## config.mk

```make
export PLATFORM = sky130hd
export DESIGN_NAME = hazard_bypass_unit
export DESIGN_NICKNAME = d
export VERILOG_FILES = /design/src/rtl/hz_pkg.sv /design/src/rtl/hz_match.sv /design/src/rtl/hz_operand_sel.sv /design/src/rtl/hz_sel_reg.sv /design/src/rtl/hazard_bypass_unit.sv
export SDC_FILE = /design/constraint.sdc
export NUM_CORES = 1
export LEC_CHECK = 0
export ABC_AREA = 1
export BUFFER_PORTS_ARGS = -buffer_cell sky130_fd_sc_hd__buf_2
export CORE_MARGIN = 4
export CORE_UTILIZATION = 40
export CTS_BUF_LIST = sky130_fd_sc_hd__clkbuf_2
export DETAILED_ROUTE_END_ITERATION = 8
export GPL_TIMING_DRIVEN = 0
export PLACE_DENSITY = 0.84
export SLEW_MARGIN = 40
export SYNTH_ARGS = -nofsm -noshare
export SYNTH_HDL_FRONTEND = slang
export SYNTH_SLANG_ARGS = --single-unit
```

## constraint.sdc

```tcl
create_clock -name clk_i -period 0.99 [get_ports clk_i]
set_input_delay 0.099 -clock clk_i [delete_from_list [all_inputs] [get_ports clk_i]]
set_output_delay 0.099 -clock clk_i [all_outputs]
set_load 0.01 [all_outputs]
```

## src/rtl/hz_pkg.sv

```systemverilog
package hz_pkg;
  typedef enum logic [1:0] {
    FWD_RF    = 2'b00,
    FWD_EXMEM = 2'b01,
    FWD_MEMWB = 2'b10
  } fwd_sel_e;
endpackage

```

## src/rtl/hz_match.sv

```systemverilog
module hz_match #(
  parameter int REG_AW = 5
) (
  input  logic [REG_AW-1:0] src_i,
  input  logic              use_i,
  input  logic [REG_AW-1:0] ex_rd_i,
  input  logic              ex_we_i,
  input  logic [REG_AW-1:0] mem_rd_i,
  input  logic              mem_we_i,
  output logic              hit_ex_o,
  output logic              hit_mem_o
);
  logic live;
  // register 0 is hardwired, unused fields never compare
  assign live      = use_i && (src_i != '0);
  assign hit_ex_o  = live && ex_we_i  && (src_i == ex_rd_i);
  assign hit_mem_o = live && mem_we_i && (src_i == mem_rd_i);
endmodule

```

## src/rtl/hz_operand_sel.sv

```systemverilog
module hz_operand_sel
  import hz_pkg::*;
(
  input  logic     hit_ex_i,
  input  logic     hit_mem_i,
  input  logic     ex_load_i,
  output fwd_sel_e sel_o,
  output logic     load_use_o
);
  assign load_use_o = hit_ex_i && ex_load_i;

  always_comb begin
    if (hit_ex_i)       sel_o = ex_load_i ? FWD_RF : FWD_EXMEM;
    else if (hit_mem_i) sel_o = FWD_MEMWB;
    else                sel_o = FWD_RF;
  end
endmodule

```

## src/rtl/hz_sel_reg.sv

```systemverilog
module hz_sel_reg
  import hz_pkg::*;
(
  input  logic     clk_i,
  input  logic     rst_ni,
  input  logic     kill_i,
  input  fwd_sel_e sel_i,
  output fwd_sel_e sel_q_o
);
  always_ff @(posedge clk_i or negedge rst_ni) begin
    if (!rst_ni)     sel_q_o <= FWD_RF;
    else if (kill_i) sel_q_o <= FWD_RF;
    else             sel_q_o <= sel_i;
  end
endmodule

```

## src/rtl/hazard_bypass_unit.sv

```systemverilog
module hazard_bypass_unit
  import hz_pkg::*;
#(
  parameter int REG_AW = 5
) (
  input  logic              clk_i,
  input  logic              rst_ni,
  input  logic [REG_AW-1:0] id_rs_i,
  input  logic [REG_AW-1:0] id_rt_i,
  input  logic              id_use_rs_i,
  input  logic              id_use_rt_i,
  input  logic [REG_AW-1:0] ex_rd_i,
  input  logic              ex_we_i,
  input  logic              ex_load_i,
  input  logic [REG_AW-1:0] mem_rd_i,
  input  logic              mem_we_i,
  output logic              stall_o,
  output logic              bubble_o,
  output logic [1:0]        fwd_a_o,
  output logic [1:0]        fwd_b_o
);
  localparam int NOPS = 2;

  logic [REG_AW-1:0] src   [NOPS];
  logic [NOPS-1:0]   use_v;
  logic [NOPS-1:0]   hit_ex, hit_mem, load_use;
  fwd_sel_e          sel_d [NOPS];
  fwd_sel_e          sel_q [NOPS];
  logic              stall;

  assign src[0]   = id_rs_i;
  assign src[1]   = id_rt_i;
  assign use_v[0] = id_use_rs_i;
  assign use_v[1] = id_use_rt_i;

  for (genvar g = 0; g < NOPS; g++) begin : g_op
    hz_match #(.REG_AW(REG_AW)) u_match (
      .src_i    (src[g]),
      .use_i    (use_v[g]),
      .ex_rd_i  (ex_rd_i),
      .ex_we_i  (ex_we_i),
      .mem_rd_i (mem_rd_i),
      .mem_we_i (mem_we_i),
      .hit_ex_o (hit_ex[g]),
      .hit_mem_o(hit_mem[g])
    );
    hz_operand_sel u_sel (
      .hit_ex_i  (hit_ex[g]),
      .hit_mem_i (hit_mem[g]),
      .ex_load_i (ex_load_i),
      .sel_o     (sel_d[g]),
      .load_use_o(load_use[g])
    );
    // a stall turns the slot entering EX into a bubble: no forwarding
    hz_sel_reg u_reg (
      .clk_i  (clk_i),
      .rst_ni (rst_ni),
      .kill_i (stall),
      .sel_i  (sel_d[g]),
      .sel_q_o(sel_q[g])
    );
  end

  assign stall    = |load_use;
  assign stall_o  = stall;
  assign bubble_o = stall;
  assign fwd_a_o  = sel_q[0];
  assign fwd_b_o  = sel_q[1];
endmodule

```

# Word level (Yosys, flattened, before mapping)
# Index checks and enable logic that the tools add are counted.
dict set report word_totals {
  mem_count 0
  regBits 4
  romBits 0
  out_inout_bits 6
  mem_bits_rw 0
  latchBits 0
}
dict set report classes {
  n_div 0
  reduce_logical 15
  n_mul 0
  addsub 0
  mux 7
  shift 0
  n_lt_le_gt_ge 0
  n_eq_ne 4
  bitwise_logic 0
}
# op n
set op_table {}
lappend op_table {{5-bit equality test} 4}
lappend op_table {{1-bit logical AND} 12}
lappend op_table {{2-bit two-way mux} 6}
lappend op_table {{5-bit nonzero test} 2}
lappend op_table {{2-bit OR reduction} 1}
lappend op_table {{1-bit two-way mux} 1}

# Logic depth before layout (Yosys ltp)
dict set report depth {
  ltp_word 7
  mapped_depth 9
  mapped_depth_nobuf 9
}

# By module
# From an unflattened synthesis, not the netlist that was laid out.
dict set report hier_totals {
  hier_cells 142
  area_unflattened_um2 636.9
}
# module cells_each n_inst area_per_inst_um2
set modules_own_cells {}
lappend modules_own_cells {hz_match 57 2 219.0}
lappend modules_own_cells {hz_sel_reg 6 2 65.1}
lappend modules_own_cells {hz_operand_sel 6 2 25.0}
lappend modules_own_cells {hazard_bypass_unit 4 1 18.8}

# Worst setup path after synthesis
# OpenSTA, ideal clock, no wires.
dict set report synth_path {
  path_type {input to output}
  from {in id_rt_i[1]}
  to {out stall_o}
  t_required_ns 0.891
  t_arrival_ns 0.767
  path_slack_ns 0.124
  path_buffers 1
  cell_stages 9
  cell_sequence {inv_1 nand2_1 nand2_1 nor2_1 nand2_1 nor2_1 nand3_1 nand2_2 buf_4}
}
dict set report synth_via {
  elab_chain_len 6
}
# item line_no
set synth_lines {}
lappend synth_lines {{from (decl)} hazard_bypass_unit.sv:9} ;# input logic [REG_AW-1:0] id_rt_i,
lappend synth_lines {{5-bit nonzero test} hz_match.sv:15} ;# assign live = use_i && (src_i != '0);
lappend synth_lines {{1-bit logical AND} hz_match.sv:15}
lappend synth_lines {{1-bit logical AND} hz_match.sv:16} ;# assign hit_ex_o = live && ex_we_i && (src_i == ex_rd_i);
lappend synth_lines {{1-bit logical AND (*)} hz_match.sv:16}
lappend synth_lines {{1-bit logical AND (*)} hz_operand_sel.sv:10} ;# assign load_use_o = hit_ex_i && ex_load_i;
lappend synth_lines {{2-bit OR reduction (*)} hazard_bypass_unit.sv:64} ;# assign stall = |load_use;
lappend synth_lines {{to (decl)} hazard_bypass_unit.sv:17} ;# output logic stall_o,
# Every way passes the cells marked *; elsewhere a longest branch is shown, timed or not.

# Worst setup path in the final report
dict set report layout_path {
  from {in id_rt_i[2]}
  to {out stall_o}
}
# Same word-level chain as after synthesis.

==> summary.txt <==
Outcome: finished, violations left
Violated checks: design-rule violations, negative setup slack
Multiplexer share of the synthesized area: 0%
CP cell instances: buf_6 > inv_4 > nand2_2 > nand2_1 > nor2_2 > nand2_1 > nor2_1 > nand3_1 > nand2_2 > buf_6 > buf_6
Hold Slack: 105 ps
TritonCTS clock tree: done
Vias per Instance: 5.22
DRC errors left: 2
Fmax: 892 MHz
Top Registers: g_op.u_reg.sel_q_o (4)
Final cycle utilization of the critical path: 113%
RSZ-0062 raised after global routing: true
GRT Overall Usage: 22.2%
Clk buf depth: 2
N_diodes: 0
Worst Path Max Fanout: 4
Top cell family by delay on the critical path: simple AND/OR/NAND/NOR gates
Antenna violations before repair: 0
Min Tclk post-route: 1120 ps
Worst Hold End: g_op[1].u_reg.sel_q_o[0]$_DFF_PN0_
I/O pins: 33
Crit path launch type: input port
Most common cell after layout, fill and taps aside: buf_2
# clock sinks: 4
Sw Ratio: 37.8%
Final count of pins violating max slew: 0
Detailed placer's ending HPWL: 1.36 mm
Fin. Hold Viols: 0
Flops & latches, synth: 4
Commonest cells after routing, fill and taps aside: buf_2 (22), nand2_1 (20), buf_4 (16)
Worst VDD drop: 0.497 mV
Leakage: 0.598 nW
Setup WS post-layout: -131 ps
TNS Setup: -372 ps
First-pass GRT wire length: 3.35 mm
Area Growth Syn to Fin: 86.4%
Seq pwr share: 24.3%
Largest family of logic cells by synthesized area: simple AND/OR/NAND/NOR gates
Synth Warn #: 0
Comb power frac: 52.8%
Nets: 184
Slowest CP cell: nand2_2
Synth Area in XOR/XNOR: 9.66%
CP arrival: 1020 ps
Worst slew margin: 86.5%
ANT nets after route: 0
Routed len/inst: 14.4 um
CP most frequent cell: buf_6
Total core area: 0.00128 mm^2
Routability congestion estimate: 0.847
Net Switching: 0.257 mW
Initial core utilization: 42.4%
Clock power frac: 22.8%
Pwr dens: 670 mW/mm^2
Routed WL: 2.46 mm
Die Span Y: 44.9 um
Syn Area/Cell: 5.23 um^2
H-tree levels: 1
HP Class: input port to register
Bufs and invs on worst path: 4
Crit end category: output port
Total gr overflow: 0
Post-Synth Adder-Cell Area: 0%
Placement Setup Slack: -150 ps
Most flops, register: g_op.u_reg.sel_q_o
Synth Area in Compound Gates: 5.52%
Vias in the first global route: 839
Root Driver: clkbuf_2
Final setup violation count: 4
Pre-Repair DR Iteration Count: 6
CP peak stage delay: 110 ps
Layout cells sized above 1: 51.0%
Crit Path Category: input port to output port
Synthesized area: 544 um^2
Hold path depth: 2
Clock-pin slew of the registers on the worst-case setup and hold paths: 50 ps
Seq/Total Area, Yosys: 18.4%
Die width: 44.9 um
1st-iter DRT viols: 37
Die footprint: 0.00201 mm^2
Routed via count: 888
Worst-Margin Slew: 202 ps
MaxCap Viol Count: 0
Pint: 0.423 mW
Gate Count Post-Synth: 104
Largest net degree at the start of global routing: 6
Syn_nets: 131
Post-Synth Simple-Gate Area: 49.9%
Netlist cell types: 15
Critical path required time: 890 ps
Num CTS Buffers: 3
Row cnt: 13
HP Start: ex_load_i
Max FFs per register: 4
Buffers added on ports: 32
[area by class of cell]
class / count / area, um^2
fill: 82 / 270
clock buffer: 3 / 15.0
tap: 15 / 18.8
buffer: 1 / 11.3
inverter: 22 / 97.6
sequential: 4 / 100
timing repair buffer: 48 / 360
multi-input combinational: 77 / 412
[worst max path at each step]
| stage | start | endpoint | slack, ps | cells past startpoint |
|---|---|---|---|---|
| 4_1_cts | id_rt_i[0] | stall_o | -80 | 11 |
| 6_report | id_rt_i[2] | stall_o | -130 | 11 |
| 3_5_place_dp | id_rt_i[1] | stall_o | -150 | 11 |
| 5_1_grt | id_rs_i[0] | stall_o | -180 | 9 |
| 3_3_place_gp | ex_rd_i[1] | stall_o | -120 | 11 |
| 2_1_floorplan | id_rt_i[1] | stall_o | 120 | 9 |
[cell usage after synthesis]
library cell  instances  area [um^2]
xnor2_1               4         35.0
nand2_2               1         6.26
nand3b_1              1         7.51
nand2_1              33          124
nand4_1               4         25.0
xor2_1                2         17.5
buf_4                 1         7.51
inv_1                21         78.8
dfrtp_1               4          100
nor2_1               17         63.8
nand3_1               8         40.0
nor3_1                1         5.00
o21ai_0               3         15.0
a21oi_1               3         15.0
inv_2                 1         3.75
[per-layer routing]
| metal | share of wire [%] | wire (um) | global-route usage (%) |
|---|---|---|---|
| met1 | 41 | 1000 | 25.7 |
| met2 | 50 | 1230 | 40.7 |
| met3 | 7.5 | 185 | 3.98 |
| met4 | 1.6 | 40 | 7.60 |
| met5 | 0 | 0 | 0 |
[cells by family after synthesis]
group | count (synthesis)
AND/OR/NAND/NOR | 65
buffers and inverters | 23
AO/OA/AOI/OAI | 6
XOR/XNOR | 6
flip-flops | 4
[stage by stage]
step                instance area, um^2  std cells  utilization (%)  power [mW]
finish                             1010        170             79.0       0.680
global route                       1010        170             79.0       0.712
CTS                                 931        168             72.4       0.613
detailed placement                  723        151             56.3       0.385
global placement                    723        151             56.3       0.379
floorplan                           544        104                -       0.283
[timing repair]
item	CTS	global route
pin swaps	13	13
hold buffers	1	0
endpoints found under the setup margin	2	4
buffers inserted	13	2
endpoints found under the hold margin	4	0
resized for setup	31	25
[power groups by stage]
stage	registers, mW	logic [mW]	clock network, mW
after floorplan	0.169	0.114	0
after global routing	0.165	0.385	0.162
final	0.166	0.359	0.155
after CTS	0.166	0.295	0.153
after global placement	0.168	0.211	0
after detailed placement	0.168	0.217	0
No activity file was read; power rests on OpenSTA's default activity.
